File: config.mk
export PLATFORM = sky130hd
export DESIGN_NAME = bus_xcvr_reg
export DESIGN_NICKNAME = d
export VERILOG_FILES = /design/src/rtl/xcvr_pkg.sv /design/src/rtl/xcvr_fall_detect.sv /design/src/rtl/xcvr_store.sv /design/src/rtl/xcvr_route.sv /design/src/rtl/bus_xcvr_reg.sv
export SDC_FILE = /design/constraint.sdc
export NUM_CORES = 1
export LEC_CHECK = 0
export ABC_AREA = 1
export ABC_CLOCK_PERIOD_IN_PS = 1100
export BUFFER_PORTS_ARGS = -buffer_cell sky130_fd_sc_hd__buf_2
export CAP_MARGIN = 30
export CORE_ASPECT_RATIO = 0.9
export CORE_MARGIN = 2
export CORE_UTILIZATION = 46
export CTS_CLUSTER_SIZE = 16
export DETAILED_ROUTE_END_ITERATION = 6
export GPL_TIMING_DRIVEN = 0
export PLACE_DENSITY = 0.71
export SLEW_MARGIN = 0
export SYNTH_ARGS = -nofsm -noshare
export SYNTH_HDL_FRONTEND = slang
export SYNTH_HIERARCHICAL = 1
export SYNTH_SLANG_ARGS = --single-unit
File: constraint.sdc
create_clock -name clk -period 1.1 [get_ports clk]
set_input_delay 0.11 -clock clk [delete_from_list [all_inputs] [get_ports clk]]
set_output_delay 0.11 -clock clk [all_outputs]
set_load 0.02 [all_outputs]
File: src/rtl/xcvr_pkg.sv
package xcvr_pkg;

    localparam int BUS_W   = 8;
    localparam int N_DIR   = 2;
    localparam int IDX_AB  = 0;
    localparam int IDX_BA  = 1;

    typedef enum logic [1:0] {
        DRV_NONE = 2'd0,
        DRV_A    = 2'd1,
        DRV_B    = 2'd2
    } drive_e;

    typedef struct packed {
        logic oe_n;
        logic dir;
        logic sel_ab;
        logic sel_ba;
    } ctl_t;

    function automatic drive_e decode_drive(input logic rst, input ctl_t c);
        if (rst || c.oe_n) return DRV_NONE;
        return c.dir ? DRV_B : DRV_A;
    endfunction

endpackage

File: src/rtl/xcvr_fall_detect.sv
module xcvr_fall_detect #(
    parameter int LANES = 2
) (
    input  logic             clk,
    input  logic             rst,
    input  logic [LANES-1:0] lvl,
    output logic [LANES-1:0] fall
);

    logic [LANES-1:0] lvl_q;

    for (genvar i = 0; i < LANES; i++) begin : g_lane
        always_ff @(posedge clk) begin
            if (rst) lvl_q[i] <= 1'b0;
            else     lvl_q[i] <= lvl[i];
        end
        assign fall[i] = lvl_q[i] & ~lvl[i];
    end

endmodule

File: src/rtl/xcvr_store.sv
module xcvr_store #(
    parameter int W = 8
) (
    input  logic         clk,
    input  logic         rst,
    input  logic         load,
    input  logic [W-1:0] d,
    output logic [W-1:0] q
);

    always_ff @(posedge clk) begin
        if (rst)       q <= '0;
        else if (load) q <= d;
    end

    // the value on the bus at a capture edge is what is held afterwards
    assert_load_R6: assert property (@(posedge clk) disable iff (rst)
        load |=> (q == $past(d)));

    assert_hold_R10: assert property (@(posedge clk) disable iff (rst)
        !load |=> $stable(q));

endmodule

File: src/rtl/xcvr_route.sv
module xcvr_route #(
    parameter int W = 8
) (
    input  logic         sel,
    input  logic [W-1:0] live,
    input  logic [W-1:0] stored,
    output logic [W-1:0] y
);

    always_comb begin
        y = sel ? stored : live;
    end

endmodule

File: src/rtl/bus_xcvr_reg.sv
module bus_xcvr_reg #(
    parameter int WIDTH = xcvr_pkg::BUS_W
) (
    input  logic             clk,
    input  logic             rst,
    input  logic             oe_n,
    input  logic             dir,
    input  logic             sel_ab,
    input  logic             sel_ba,
    input  logic             cap_ab,
    input  logic             cap_ba,
    input  logic [WIDTH-1:0] a_in,
    output logic [WIDTH-1:0] a_out,
    output logic             a_oe,
    input  logic [WIDTH-1:0] b_in,
    output logic [WIDTH-1:0] b_out,
    output logic             b_oe
);
    import xcvr_pkg::*;

    localparam int ND = N_DIR;

    ctl_t   ctl;
    drive_e drv;
    logic [ND-1:0]            strobe;
    logic [ND-1:0]            fall;
    logic [ND-1:0]            sel_v;
    logic [WIDTH-1:0]         a_seen;
    logic [WIDTH-1:0]         b_seen;
    logic [ND-1:0][WIDTH-1:0] held;
    logic [ND-1:0][WIDTH-1:0] routed;

    assign ctl = '{oe_n: oe_n, dir: dir, sel_ab: sel_ab, sel_ba: sel_ba};
    assign drv = decode_drive(rst, ctl);

    assign a_oe = (drv == DRV_A);
    assign b_oe = (drv == DRV_B);

    // value actually present on each bus
    assign a_seen = a_oe ? a_out : a_in;
    assign b_seen = b_oe ? b_out : b_in;

    assign strobe[IDX_AB] = cap_ab;
    assign strobe[IDX_BA] = cap_ba;
    assign sel_v[IDX_AB]  = ctl.sel_ab;
    assign sel_v[IDX_BA]  = ctl.sel_ba;

    xcvr_fall_detect #(.LANES(ND)) u_edge (
        .clk  (clk),
        .rst  (rst),
        .lvl  (strobe),
        .fall (fall)
    );

    for (genvar i = 0; i < ND; i++) begin : g_dir
        xcvr_store #(.W(WIDTH)) u_store (
            .clk  (clk),
            .rst  (rst),
            .load (fall[i]),
            .d    ((i == IDX_AB) ? a_seen : b_seen),
            .q    (held[i])
        );
        xcvr_route #(.W(WIDTH)) u_route (
            .sel    (sel_v[i]),
            .live   ((i == IDX_AB) ? a_in : b_in),
            .stored (held[i]),
            .y      (routed[i])
        );
    end

    assign b_out = routed[IDX_AB];
    assign a_out = routed[IDX_BA];

    assert_reset_R1: assert property (@(posedge clk)
        rst |=> (held == '0));

    assert_quiet_R2: assert property (@(posedge clk)
        oe_n |-> (!a_oe && !b_oe));

    assert_one_driver_R3: assert property (@(posedge clk)
        !(a_oe && b_oe));

    assert_b_live_R4: assert property (@(posedge clk) disable iff (rst)
        (b_oe && !sel_ab) |-> (b_out == a_in));

    assert_a_stored_R5: assert property (@(posedge clk) disable iff (rst)
        (a_oe && sel_ba) |-> (a_out == held[IDX_BA]));

endmodule

# Word level (Yosys, flattened, before mapping)
# Index checks and enable logic that the tools add are counted.
# word_totals
out_inout_bits,18
input_bits,24
regBits,18
# op_classes
mux,8
eq_ne,2
bitwise_logic,4
reduce_logical,1
# op_table
cell,count
$mux W8,4
$mux W2,3
$and A1 B1 Y1,2
$eq A2 B1 Y1 const B,1
$eq A2 B2 Y1 const B,1
$not A1 Y1,2
$logic_or A1 B1 Y1,1
$mux W1,1

# Longest topological paths before layout
# depth
depth_word,5
depth_mapped,10
mapped_depth_nobuf,9

# Cells and area by module
# The synthesis kept the hierarchy.
# by_module_without_submodules
module,area_per_inst_um2,cells_per_inst,n_inst
xcvr_store,341.6,51,2
bus_xcvr_reg,257.7,56,1
xcvr_route,105.1,26,2
xcvr_fall_detect,70.1,10,1

# Worst setup path before layout
# Ideal clock, no wire load.
# synth_path
path_kind,input-to-reg
from,input port sel_ab
to,register g_dir[1].u_store.q[6]
setup_slack_ps,151
required_ps,1038
path_buffers,1
arrival_ps,887
path_stages,10
cell_sequence,buf_6 -> inv_2 -> nand2_1 -> nand2_1 -> nand3_1 -> nand2_1 -> inv_1 -> nand2_1 -> nand2_1 -> nor2_2
# synth_via
elab_chain_len,2
# synth_rtl
element,line_no,source
start: declaration,bus_xcvr_reg.sv:8,"input logic sel_ab,"
$mux W8,xcvr_route.sv:11,y = sel ? stored : live;
named net b_out[6],bus_xcvr_reg.sv:16,"output logic [WIDTH-1:0] b_out,"
$mux W8,bus_xcvr_reg.sv:41,assign b_seen = b_oe ? b_out : b_in;
named net b_seen[6],bus_xcvr_reg.sv:29,logic [WIDTH-1:0] b_seen;
end signal: assignment,xcvr_store.sv:12,if (rst) q <= '0;
end signal: assignment,xcvr_store.sv:13,else if (load) q <= d;
end: declaration,xcvr_store.sv:8,output logic [W-1:0] q
# The timed path passes the listed nets, and every way through them passes these cells.
# A chain may end at the register's enable or synchronous reset.

# Final worst setup path
# layout_path
from,register g_dir[1].u_store.q[6]
to,output port a_out[6]
# layout_via
elab_chain_len,1
# layout_rtl
element,line_no,source
$mux W8,xcvr_route.sv:11,
end: declaration,bus_xcvr_reg.sv:13,"output logic [WIDTH-1:0] a_out,"
# No other way between the ends.

==> out/metrics.yaml <==
logic_synthesis:
  yosysWarnings: 6
  synth.avg_cell_area_um2: 5.55
  synth-seq-cells: 18
  synth.distinct_cells: 10
  syn-num-nets: 244
  syn_area_um2: 1220
  yosysSeqAreaShare: 0.295
  synthCells: 220
routing:
  routedWlPerCell_um: 10.1
  drt_iter0_drc: 103
  vias_per_cell: 4.72
  drc_errors: 0
  via_count: 1363
  first_pass_iters: 4
  wl_um: 2910
  ant_nets: 0
die:
  fp.coreArea_um2: 2490
  rows: 17
  die_h_um: 52.9
  design.die.area_um2: 3080
  ios: 42
  start_util: 0.491
  die_x_um: 58.3
pwr:
  power.internal_uw: 998
  power.total_uw: 1480
  clock_power_share: 0.216
  leakage_uw: 0.000919
  p_switching_uw: 483
  p_sw_frac: 0.326
  pwr_density_cell_nw_per_um2: 975
  vdd.ir_drop.worst_mv: 0.788
  comb_power_share: 0.308
  seq_power_share: 0.475
critical_path:
  r2r-start: "u_edge/lvl_q[0]"
  r2r_end: "g_dir[0].u_store/q[6]"
  cpLargestDelayFamily: "flip-flops"
  rr_worst_depth: 7
  endpoint_kind: "output pin"
  crit_path_frequent_cell: "nand2_1"
  cp_slowest_cell: "dfxtp_1"
  worst-path-buf-inv: 1
  slowest_delay_ps: 350
  rrSetupSlack_ps: 110
  cp_max_fo: 2
  critPathArrivalTime_ps: 940
  cp-start-kind: "flop"
  timing_worst_setup_path_type: "reg2out"
  crit_required_ps: 990
  cp_cell_sequence: "nand2_1 -> nand2_1 -> buf_2"
sta:
  relSlewSlack: 0.816
  finalCritPeriodShare: 0.953
  clock.fmax_mhz: 954
  hold_viol_final: 0
  skew_ps: 2.84
  post-route-min-period_ps: 1050
  report.final.setup_viol: 0
  report.final.slew_viol_count: 0
  tightest_slew_ps: 276
placement:
  place_hpwl_um: 2230
  place_inst: 286
  port_buffers: 38
  gp_congestion: 0.816
global_routing:
  grt_max_degree: 11
  gr-total-overflow: 0
  antenna_found_initial: 0
  grt_pass1_vias: 1177
  grt_pass1_wl_um: 5040
  grt.total_usage: 0.211
outcome:
  outcome: "finished clean"
hold_path:
  hold_start: "cap_ba"
  holdPathEnd: "u_edge/lvl_q[1]"
  min_path_cells: 3
  hold_path_class: "in2reg"
final_layout:
  finalNetCount: 287
  area_growth_syn_to_layout_pct: 24.4
  final_cells: 289
  n_fill_cell: 286
  multi_input_area_um2: 674
  antennaDiodeCount: 0
  layout-drive-gt1-share: 0.264
  final-seq-area_um2: 370
cts:
  post_cts_buffers: 0
  cts_max_level: 1
  clkLatencyLatePin_ps: 290
  clk_pin_slew_worst_paths_ps: 100
  cts.sinks: 18
  clockRootBuffer: "clkbuf_4"
  cts_hold_buf: 0
  ctsResizeCount: 0
  tritoncts: "done"
  ctsLongestPathBuffers: 2
  cts_buffers: 3
job:
  drv_cap: 0
[synthesized netlist by cell type, drive strengths merged]
cell,n,area [um2]
nand2,114,438
nor2,37,151
inv,27,101
dfxtp,18,360
nand3,16,80.1
buf,8,90.1
[power by group through the flow]
stage	combinational [uW]	sequential, uW	clock, uW
global placement	431	716	0
detailed placement	431	716	0
CTS	433	701	339
floorplan	297	714	0
finish	457	704	320
global route	514	710	361
[worst reg2reg max path, delay by kind of cell, from the launching register on]
kind	cells	cell delay (ps)
buffers and inverters	3	310
flip-flops	1	320
AND/OR/NAND/NOR	4	270
[flip-flops by register name, summed over array words and instances, names as in the netlist]
register / flops
u_edge/lvl_q: 2
g_dir.u_store/q: 16
[cell type report]
| type | count | share of cell area |
|---|---|---|
| buffer | 8 | 0.0593 |
| multi-input combinational | 167 | 0.444 |
| timing repair buffer | 38 | 0.148 |
| clock buffer | 3 | 0.0148 |
| inverter | 27 | 0.0667 |
| tap | 28 | 0.0231 |
| sequential | 18 | 0.244 |
[layout by cell type, fill, tap and decap left out]
cell and instances:
nor2_1 34, buf_6 8, nor2_4 1, nand2_1 108, inv_1 24, nand2_2 6
buf_2 24, inv_2 3, clkbuf_4 3, dfxtp_2 8, nor2_2 2, dfxtp_1 10
buf_4 14, nand3_1 16
[worst max path at each step]
stage	startpoint	endpoint	slack (ps)	cells after the start
finish	g_dir[1].u_store/q[6]	a_out[6]	50	3
global route	g_dir[0].u_store/q[6]	b_out[6]	-2	3
CTS	g_dir[1].u_store/q[0]	a_out[0]	20	3
detailed placement	rst	g_dir[0].u_store/q[6]	10	9
global placement	rst	g_dir[0].u_store/q[6]	10	9
floorplan	sel_ab	g_dir[1].u_store/q[6]	150	10
[cells by family (layout without fill, tap and decap cells)]
family,Yosys count,after routing,synth area share
and+or+nand+nor,167,167,0.548
buffers and inverters,35,76,0.157
DFF,18,18,0.295
[through the flow]
| stage | util | TNS (ps) | cell area, um2 | setup WS, ps | hold WS, ps |
|---|---|---|---|---|---|
| 6_report | 0.610 | 0 | 1520 | 52.2 | 29.6 |
| 5_1_grt | 0.610 | -1.91 | 1520 | -1.91 | 26.7 |
| 4_1_cts | 0.590 | 0 | 1470 | 18.4 | 20.3 |
| 3_5_place_dp | 0.581 | 0 | 1450 | 13.1 | 339 |
| 3_3_place_gp | 0.581 | 0 | 1450 | 14.1 | 339 |
| 2_1_floorplan | - | 0 | 1220 | 151 | 181 |
[layer usage]
layer  wire (um)  GRT usage
met5           0          0
met4          32     0.0698
met1        1460      0.302
met2        1160      0.320
met3         257     0.0318
Note: power is estimated with default switching activity, not from simulation.
